$ cat config.mk
export PLATFORM = sky130hd
export DESIGN_NAME = piso_shreg
export DESIGN_NICKNAME = d
export VERILOG_FILES = /design/src/rtl/piso_pkg.sv /design/src/rtl/piso_gate_edge.sv /design/src/rtl/piso_stage_chain.sv /design/src/rtl/piso_out_drive.sv /design/src/rtl/piso_shreg.sv
export SDC_FILE = /design/constraint.sdc
export NUM_CORES = 1
export LEC_CHECK = 0
export ABC_AREA = 1
export BUFFER_PORTS_ARGS = -buffer_cell sky130_fd_sc_hd__buf_2
export CORE_AREA = 2 2 40 42
export CTS_BUF_LIST = sky130_fd_sc_hd__clkbuf_8
export DETAILED_ROUTE_END_ITERATION = 12
export DIE_AREA = 0 0 42 44
export HOLD_SLACK_MARGIN = 0.15
export PLACE_DENSITY = 0.62
export SLEW_MARGIN = 15
export SYNTH_ARGS = -nofsm -noshare
export SYNTH_HDL_FRONTEND = slang
export SYNTH_HIERARCHICAL = 1
export SYNTH_SLANG_ARGS = --single-unit
$ cat constraint.sdc
create_clock -name clk -period 1.3 [get_ports clk]
set_input_delay 0.195 -clock clk [delete_from_list [all_inputs] [get_ports clk]]
set_output_delay 0.195 -clock clk [all_outputs]
set_load 0.02 [all_outputs]
$ cat src/rtl/piso_pkg.sv
package piso_pkg;

   typedef enum logic [1:0] {
      OP_HOLD  = 2'd0,
      OP_LOAD  = 2'd1,
      OP_SHIFT = 2'd2
   } piso_op_e;

   // The load level wins over any gate rise; a rise shifts only while loading is off.
   function automatic piso_op_e piso_decode(input logic load_n, input logic fire);
      if (!load_n)
         return OP_LOAD;
      else if (fire)
         return OP_SHIFT;
      else
         return OP_HOLD;
   endfunction

endpackage

$ cat src/rtl/piso_gate_edge.sv
// Forms the gate from the shift clock and the inhibit, and flags its rising edge.
module piso_gate_edge #(
   parameter bit RESET_EN = 1'b1
) (
   input  logic clk,
   input  logic rst,
   input  logic shift_clk,
   input  logic clk_inhibit,
   output logic fire
);
   logic gate;
   logic gate_prev;

   assign gate = shift_clk | clk_inhibit;

   generate
      if (RESET_EN) begin : g_rst
         // Reset to 1 so that a gate already high at reset release does not count as a rise.
         always_ff @(posedge clk) begin
            if (rst) gate_prev <= 1'b1;
            else     gate_prev <= gate;
         end
      end else begin : g_norst
         always_ff @(posedge clk) begin
            gate_prev <= gate;
         end
      end
   endgenerate

   assign fire = gate & ~gate_prev;

endmodule

$ cat src/rtl/piso_stage_chain.sv
// The storage stages: index 0 is the first stage, index STAGES-1 drives the output.
module piso_stage_chain
   import piso_pkg::*;
#(
   parameter int unsigned STAGES   = 8,
   parameter bit          RESET_EN = 1'b1
) (
   input  logic              clk,
   input  logic              rst,
   input  piso_op_e          op,
   input  logic              ser_in,
   input  logic [STAGES-1:0] par_in,
   output logic [STAGES-1:0] stage_q
);
   localparam int unsigned LAST = STAGES - 1;

   logic [STAGES-1:0] chain_in;
   logic [STAGES-1:0] stage_d;

   assign chain_in = {stage_q[LAST-1:0], ser_in};

   generate
      for (genvar i = 0; i < STAGES; i++) begin : g_stage
         always_comb begin
            unique case (op)
               OP_LOAD:  stage_d[i] = par_in[i];
               OP_SHIFT: stage_d[i] = chain_in[i];
               default:  stage_d[i] = stage_q[i];
            endcase
         end
      end

      if (RESET_EN) begin : g_rst
         always_ff @(posedge clk) begin
            if (rst) stage_q <= '0;
            else     stage_q <= stage_d;
         end
      end else begin : g_norst
         always_ff @(posedge clk) begin
            stage_q <= stage_d;
         end
      end
   endgenerate

endmodule

$ cat src/rtl/piso_out_drive.sv
// Output selection: during a load the last parallel bit bypasses the registers.
module piso_out_drive (
   input  logic load_n,
   input  logic last_stage,
   input  logic par_last,
   output logic q_out,
   output logic q_out_n
);
   logic q_sel;

   always_comb begin
      if (load_n) q_sel = last_stage;
      else        q_sel = par_last;
   end

   assign q_out   = q_sel;
   assign q_out_n = ~q_sel;

endmodule

$ cat src/rtl/piso_shreg.sv
module piso_shreg
   import piso_pkg::*;
#(
   parameter int unsigned STAGES   = 8,
   parameter bit          RESET_EN = 1'b1
) (
   input  logic              clk,
   input  logic              rst,
   input  logic              load_n,
   input  logic              shift_clk,
   input  logic              clk_inhibit,
   input  logic              ser_in,
   input  logic [STAGES-1:0] par_in,
   output logic              q_out,
   output logic              q_out_n
);
   localparam int unsigned LAST = STAGES - 1;

   generate
      if (STAGES < 2) begin : g_bad_stages
         $error("piso_shreg: STAGES must be at least 2");
      end
   endgenerate

   logic              fire;
   piso_op_e          op;
   logic [STAGES-1:0] stage_q;

   piso_gate_edge #(
      .RESET_EN (RESET_EN)
   ) u_edge (
      .clk         (clk),
      .rst         (rst),
      .shift_clk   (shift_clk),
      .clk_inhibit (clk_inhibit),
      .fire        (fire)
   );

   assign op = piso_decode(load_n, fire);

   piso_stage_chain #(
      .STAGES   (STAGES),
      .RESET_EN (RESET_EN)
   ) u_chain (
      .clk     (clk),
      .rst     (rst),
      .op      (op),
      .ser_in  (ser_in),
      .par_in  (par_in),
      .stage_q (stage_q)
   );

   piso_out_drive u_out (
      .load_n     (load_n),
      .last_stage (stage_q[LAST]),
      .par_last   (par_in[LAST]),
      .q_out      (q_out),
      .q_out_n    (q_out_n)
   );

endmodule

# After elaboration in Yosys (flattened, before gate mapping)
# Index checks and enable logic that the tools add are counted.
totals:
  mem_count: 0
  out_inout_bits: 2
  latchBits: 0
  mem_bits_ro: 0
  input_bits: 14
  ramBits: 0
  regBits: 9
  wordCells: 20
classes:
  reduce_logical: 1
  mul: 0
  n_bitwise: 4
  mux: 11
  magnitude_cmp: 0
  shift: 0
  div_mod_pow: 0
  eq_ne: 2
  add_sub_neg: 0
ops:
  columns: ["cell", "n"]
  rows:
  - ["1-bit case mux with 2 select lines", 8]
  - ["2-bit two-way mux", 2]
  - ["2-bit by 1-bit == test with 1-bit output, second input constant", 1]
  - ["2-bit == test, second input constant", 1]
  - ["1-bit inverter", 2]
  - ["2-bit nonzero test", 1]
  - ["1-bit AND", 1]
  - ["1-bit two-way mux", 1]
  - ["1-bit bitwise OR", 1]

# Depth between registers and ports, before layout
logic_depth:
  ltp_word: 6
  mapped_depth: 11

# Cells and area by module
# Netlist, hierarchy kept.
modules_own_cells:
  columns: ["mod", "seq_area_each_um2", "cells_each", "n_inst", "area_per_inst_um2"]
  rows:
  - ["piso_stage_chain", 160.2, 71, 1, 446.7]
  - ["piso_gate_edge", 20.0, 5, 1, 37.5]
  - ["piso_out_drive", 0.0, 9, 1, 33.8]
  - ["piso_shreg", 0.0, 3, 1, 11.3]

# Least setup slack after synthesis
# Ideal clock, no wire load.
synth_path:
  path_type: "input port to flip-flop"
  start: "input port clk_inhibit"
  end: "register u_chain.stage_q[3]"
  t_required_ps: 1183
  stages: 10
  path_slack_ps: 64
  n_path_buf: 1
  arrival_time_ps: 1119
  setup_ps: 117
  path_cell_list: "nor2_2 -> nor2_1 -> nand2_1 -> inv_1 -> ha_1 -> inv_1 -> buf_4 -> nand2_1 -> nor2_1 -> nor2_1"
synth_via:
  elab_chain_len: 6
synth_lines:
  columns: ["element", "line", "source"]
  rows:
  - ["start: declaration", "piso_shreg.sv:11", "input logic clk_inhibit,"]
  - ["1-bit bitwise OR *", "piso_gate_edge.sv:14", "assign gate = shift_clk | clk_inhibit;"]
  - ["1-bit AND *", "piso_gate_edge.sv:30", "assign fire = gate & ~gate_prev;"]
  - ["via fire", "piso_shreg.sv:25", "logic fire;"]
  - ["2-bit two-way mux *", "piso_pkg.sv:13", "else if (fire)"]
  - ["2-bit two-way mux *", "piso_pkg.sv:11", "if (!load_n)"]
  - ["via op[1]", "piso_shreg.sv:26", "piso_op_e op;"]
  - ["2-bit == test or 2-bit by 1-bit == test with 1-bit output (tied branches)", "piso_stage_chain.sv:25", "unique case (op)"]
  - ["1-bit case mux with 2 select lines or 2-bit nonzero test (tied branches)", null, null]
  - ["end signal: assignment", "piso_stage_chain.sv:36", "else stage_q <= stage_d;"]
  - ["end: declaration", "piso_stage_chain.sv:13", "output logic [STAGES-1:0] stage_q"]
# Mark *: on every way through the listed nets, which the timed path passes. The rest lies on a longest branch.
# A chain may end at the register's enable or synchronous reset.

# Worst setup path in the final report
layout_path:
  start: "register u_edge.gate_prev"
  end: "register u_chain.stage_q[7]"
layout_via:
  elab_chain_len: 6
layout_lines:
  columns: ["element", "line", "source"]
  rows:
  - ["start: declaration", "piso_gate_edge.sv:12", "logic gate_prev;"]
  - ["start signal: assignment", "piso_gate_edge.sv:21", "else gate_prev <= gate;"]
  - ["1-bit inverter *", "piso_gate_edge.sv:30", null]
  - ["1-bit AND *", "piso_gate_edge.sv:30", null]
  - ["via fire", "piso_shreg.sv:25", null]
  - ["2-bit two-way mux *", "piso_pkg.sv:13", null]
  - ["2-bit two-way mux *", "piso_pkg.sv:11", null]
  - ["via op[1]", "piso_shreg.sv:26", null]
  - ["2-bit == test or 2-bit by 1-bit == test with 1-bit output (tied branches)", "piso_stage_chain.sv:25", null]
  - ["1-bit case mux with 2 select lines or 2-bit nonzero test (tied branches)", null, null]
# Marks and branches as above.

==> results.json <==
{
  "outcome": "finished clean",
  "synthMuxAreaShare_pct": 0,
  "clk_pin_slew_ps": 50,
  "drive_gt1_share_pct": 31.19,
  "die_y_um": 44,
  "grt_max_degree": 17,
  "synth-seq-area-share_pct": 34.04,
  "ioPinCount": 16,
  "yosysWarnings": 6,
  "rows": 14,
  "track_usage_pct": 11.68,
  "reg2reg_to": "u_chain/stage_q[7]",
  "port_buffers": 15,
  "cts_sinks": 9,
  "via_per_inst": 4.272,
  "synth_xor_area_share_pct": 0,
  "cts-root-buf": "clkbuf_8",
  "htreeDepth": 1,
  "dp_hpwl_um": 727.3,
  "max_freq_mhz": 813.5,
  "hp-start": "rst",
  "die_area_mm2": 0.001848,
  "place_area_um2": 649.4,
  "drc_errors": 0,
  "setup-tns-final_ps": 0,
  "clk_latency_ps": 230,
  "syn2layout_area_growth_pct": 37.35,
  "r2r_slack_ps": 70,
  "yosys.area_share.simple_pct": 38.30,
  "end_kind": "flop",
  "setup_viol": 0,
  "postCtsSetupBuffers": 0,
  "startpoint_type": "flop",
  "gp_congestion": 0.6858,
  "synthAdderAreaFrac_pct": 2.364,
  "antenna_found_initial": 0,
  "grt_overflow": 0,
  "ir_drop_mv": 0.6312,
  "die_x_um": 42,
  "maxCapViolations": 0,
  "stdcell_area_um2": 726.9,
  "post-route-period-util_pct": 94.56,
  "hold_depth": 3,
  "numCtsBuffers": 3,
  "critPathMaxFanout": 8,
  "setup.worst_path.class": "flop to flop",
  "cp.required_ps": 1420,
  "ff2ff_path_depth": 8,
  "hold_viol": 0,
  "layout_min_cycle_time_ps": 1229,
  "fin_nets": 125,
  "drt-pass1-iter-count": 2,
  "rsz0062_at_grt": "yes",
  "final_util_pct": 51.23,
  "timing.rr.start": "u_edge/gate_prev",
  "hold_end": "u_edge/gate_prev",
  "wl_per_cell_um": 7.856,
  "antenna_cells": 0,
  "ant_nets": 0,
  "ctsHoldBuffers": 0,
  "worst_pin_slew_ps": 192.7,
  "grt_pass1_wl_um": 1656,
  "maxSlewViolCount": 0,
  "synth_compound_area_share_pct": 7.565,
  "maxSlewHeadroom_pct": 87.14,
  "cp.arrival_ps": 1350,
  "wirelength_um": 982,
  "syn-num-nets": 103,
  "post_cts_resized": 0,
  "min_path_type": "primary input to flop",
  "p_leak_nw": 0.4183,
  "fin_worst_skew_ps": 6.729,
  "yosys_register_bits": 9,
  "grt_pass1_vias": 455,
  "drt_iter0_markers": 5,
  "clockBufferDepth": 2,
  "cts_tree": "done",
  "synth_top_family_by_area": "simple AND/OR/NAND/NOR gates",
  "core-area_mm2": 0.001419,
  "syn_inst": 88,
  "multiInputGateArea_um2": 260.3,
  "cellPowerDensity_mw_per_mm2": 1060,
  "avgSynthCellArea_um2": 6.014,
  "seqCellArea_um2": 181.4,
  "fillerInstances": 144,
  "vias": 534,
  "ys_types": 10,
  "syn-cell-area_um2": 529.3,
  "initial_core_util_pct": 37.30
}
[through the flow]
stage / setup slack (ps) / instances / total power, W / hold WS, ps
final: 70.75 / 125 / 0.0007703 / 158.7
after detailed placement: -57.79 / 120 / 0.0004405 / 394.0
after global routing: -24.89 / 125 / 0.0008260 / 164.4
after floorplan: 63.98 / 88 / 0.0003894 / 280.3
after global placement: -14.56 / 120 / 0.0004362 / 387.0
after CTS: 65.19 / 124 / 0.0007684 / 156.2
[cell type report]
| type | count | share of cell area [%] |
|---|---|---|
| clock inverters | 1 | 0.6885 |
| well taps | 16 | 2.754 |
| clock buffers | 3 | 5.680 |
| repair buffers | 20 | 21.34 |
| multi-input cells | 59 | 35.80 |
| inverters | 17 | 8.778 |
| flip-flops and latches | 9 | 24.96 |
[state kept, by name, indices dropped and copies added, names as in the netlist]
signal and cells:
u_edge/gate_prev 1, u_chain/stage_q 8
[synth_stat cells (all sizes together)]
library cell	number	share of area, %
buf	3	5.7
dfxtp	9	34
ha	1	2.4
inv	17	12
nand2	24	18
nor2	26	20
o21ai	8	7.6
[cell usage in the layout, fill, tap and decap left out]
cell / Yosys / routed
o21ai_1: 0 / 1
clkinv_2: 0 / 1
buf_12: 0 / 2
o21ai_0: 8 / 7
buf_4: 1 / 2
nor2_2: 4 / 5
nor2_1: 22 / 21
buf_2: 0 / 15
inv_2: 0 / 1
inv_1: 17 / 16
clkbuf_8: 0 / 3
nand2_1: 22 / 21
dfxtp_1: 9 / 8
ha_1: 1 / 1
dfxtp_2: 0 / 1
nand2_2: 2 / 3
clkbuf_16: 0 / 1
[power breakdown]
part	total (W)	internal, W	switching, W
logic	0.000139	0.0000692	0.0000700
registers	0.000309	0.000299	0.0000102
clock network	0.000322	0.000209	0.000113
[worst max-delay path: stages (launching register included)]
cell,delay (ps)
dfxtp_2,310
nor2_2,30
nand2_1,50
inv_1,40
ha_1,280
inv_2,60
clkbuf_16,150
o21ai_0,150
nor2_1,70
[routing by layer]
layer  global-route usage, %  part of all wire [%]
met5                       0                     0
met4                   5.806                     0
met3                   2.500                   4.3
met2                   21.88                    48
met1                   12.34                    48
[worst max path at each step]
stage	startpoint	to	slack, ps	cells after the start
floorplan	clk_inhibit	u_chain/stage_q[3]	60	10
global route	u_edge/gate_prev	u_chain/stage_q[2]	-20	9
detailed placement	clk_inhibit	u_chain/stage_q[7]	-60	10
global placement	clk_inhibit	u_chain/stage_q[3]	-10	10
CTS	u_edge/gate_prev	u_chain/stage_q[7]	70	9
finish	u_edge/gate_prev	u_chain/stage_q[7]	70	8
[cell families after synthesis]
logic type,after synthesis
AND/OR/NAND/NOR,50
flip-flops,9
buffers and inverters,20
adder cells (fa/ha/maj),1
AO/OA/AOI/OAI,8
(Power assumes the default switching activity.)
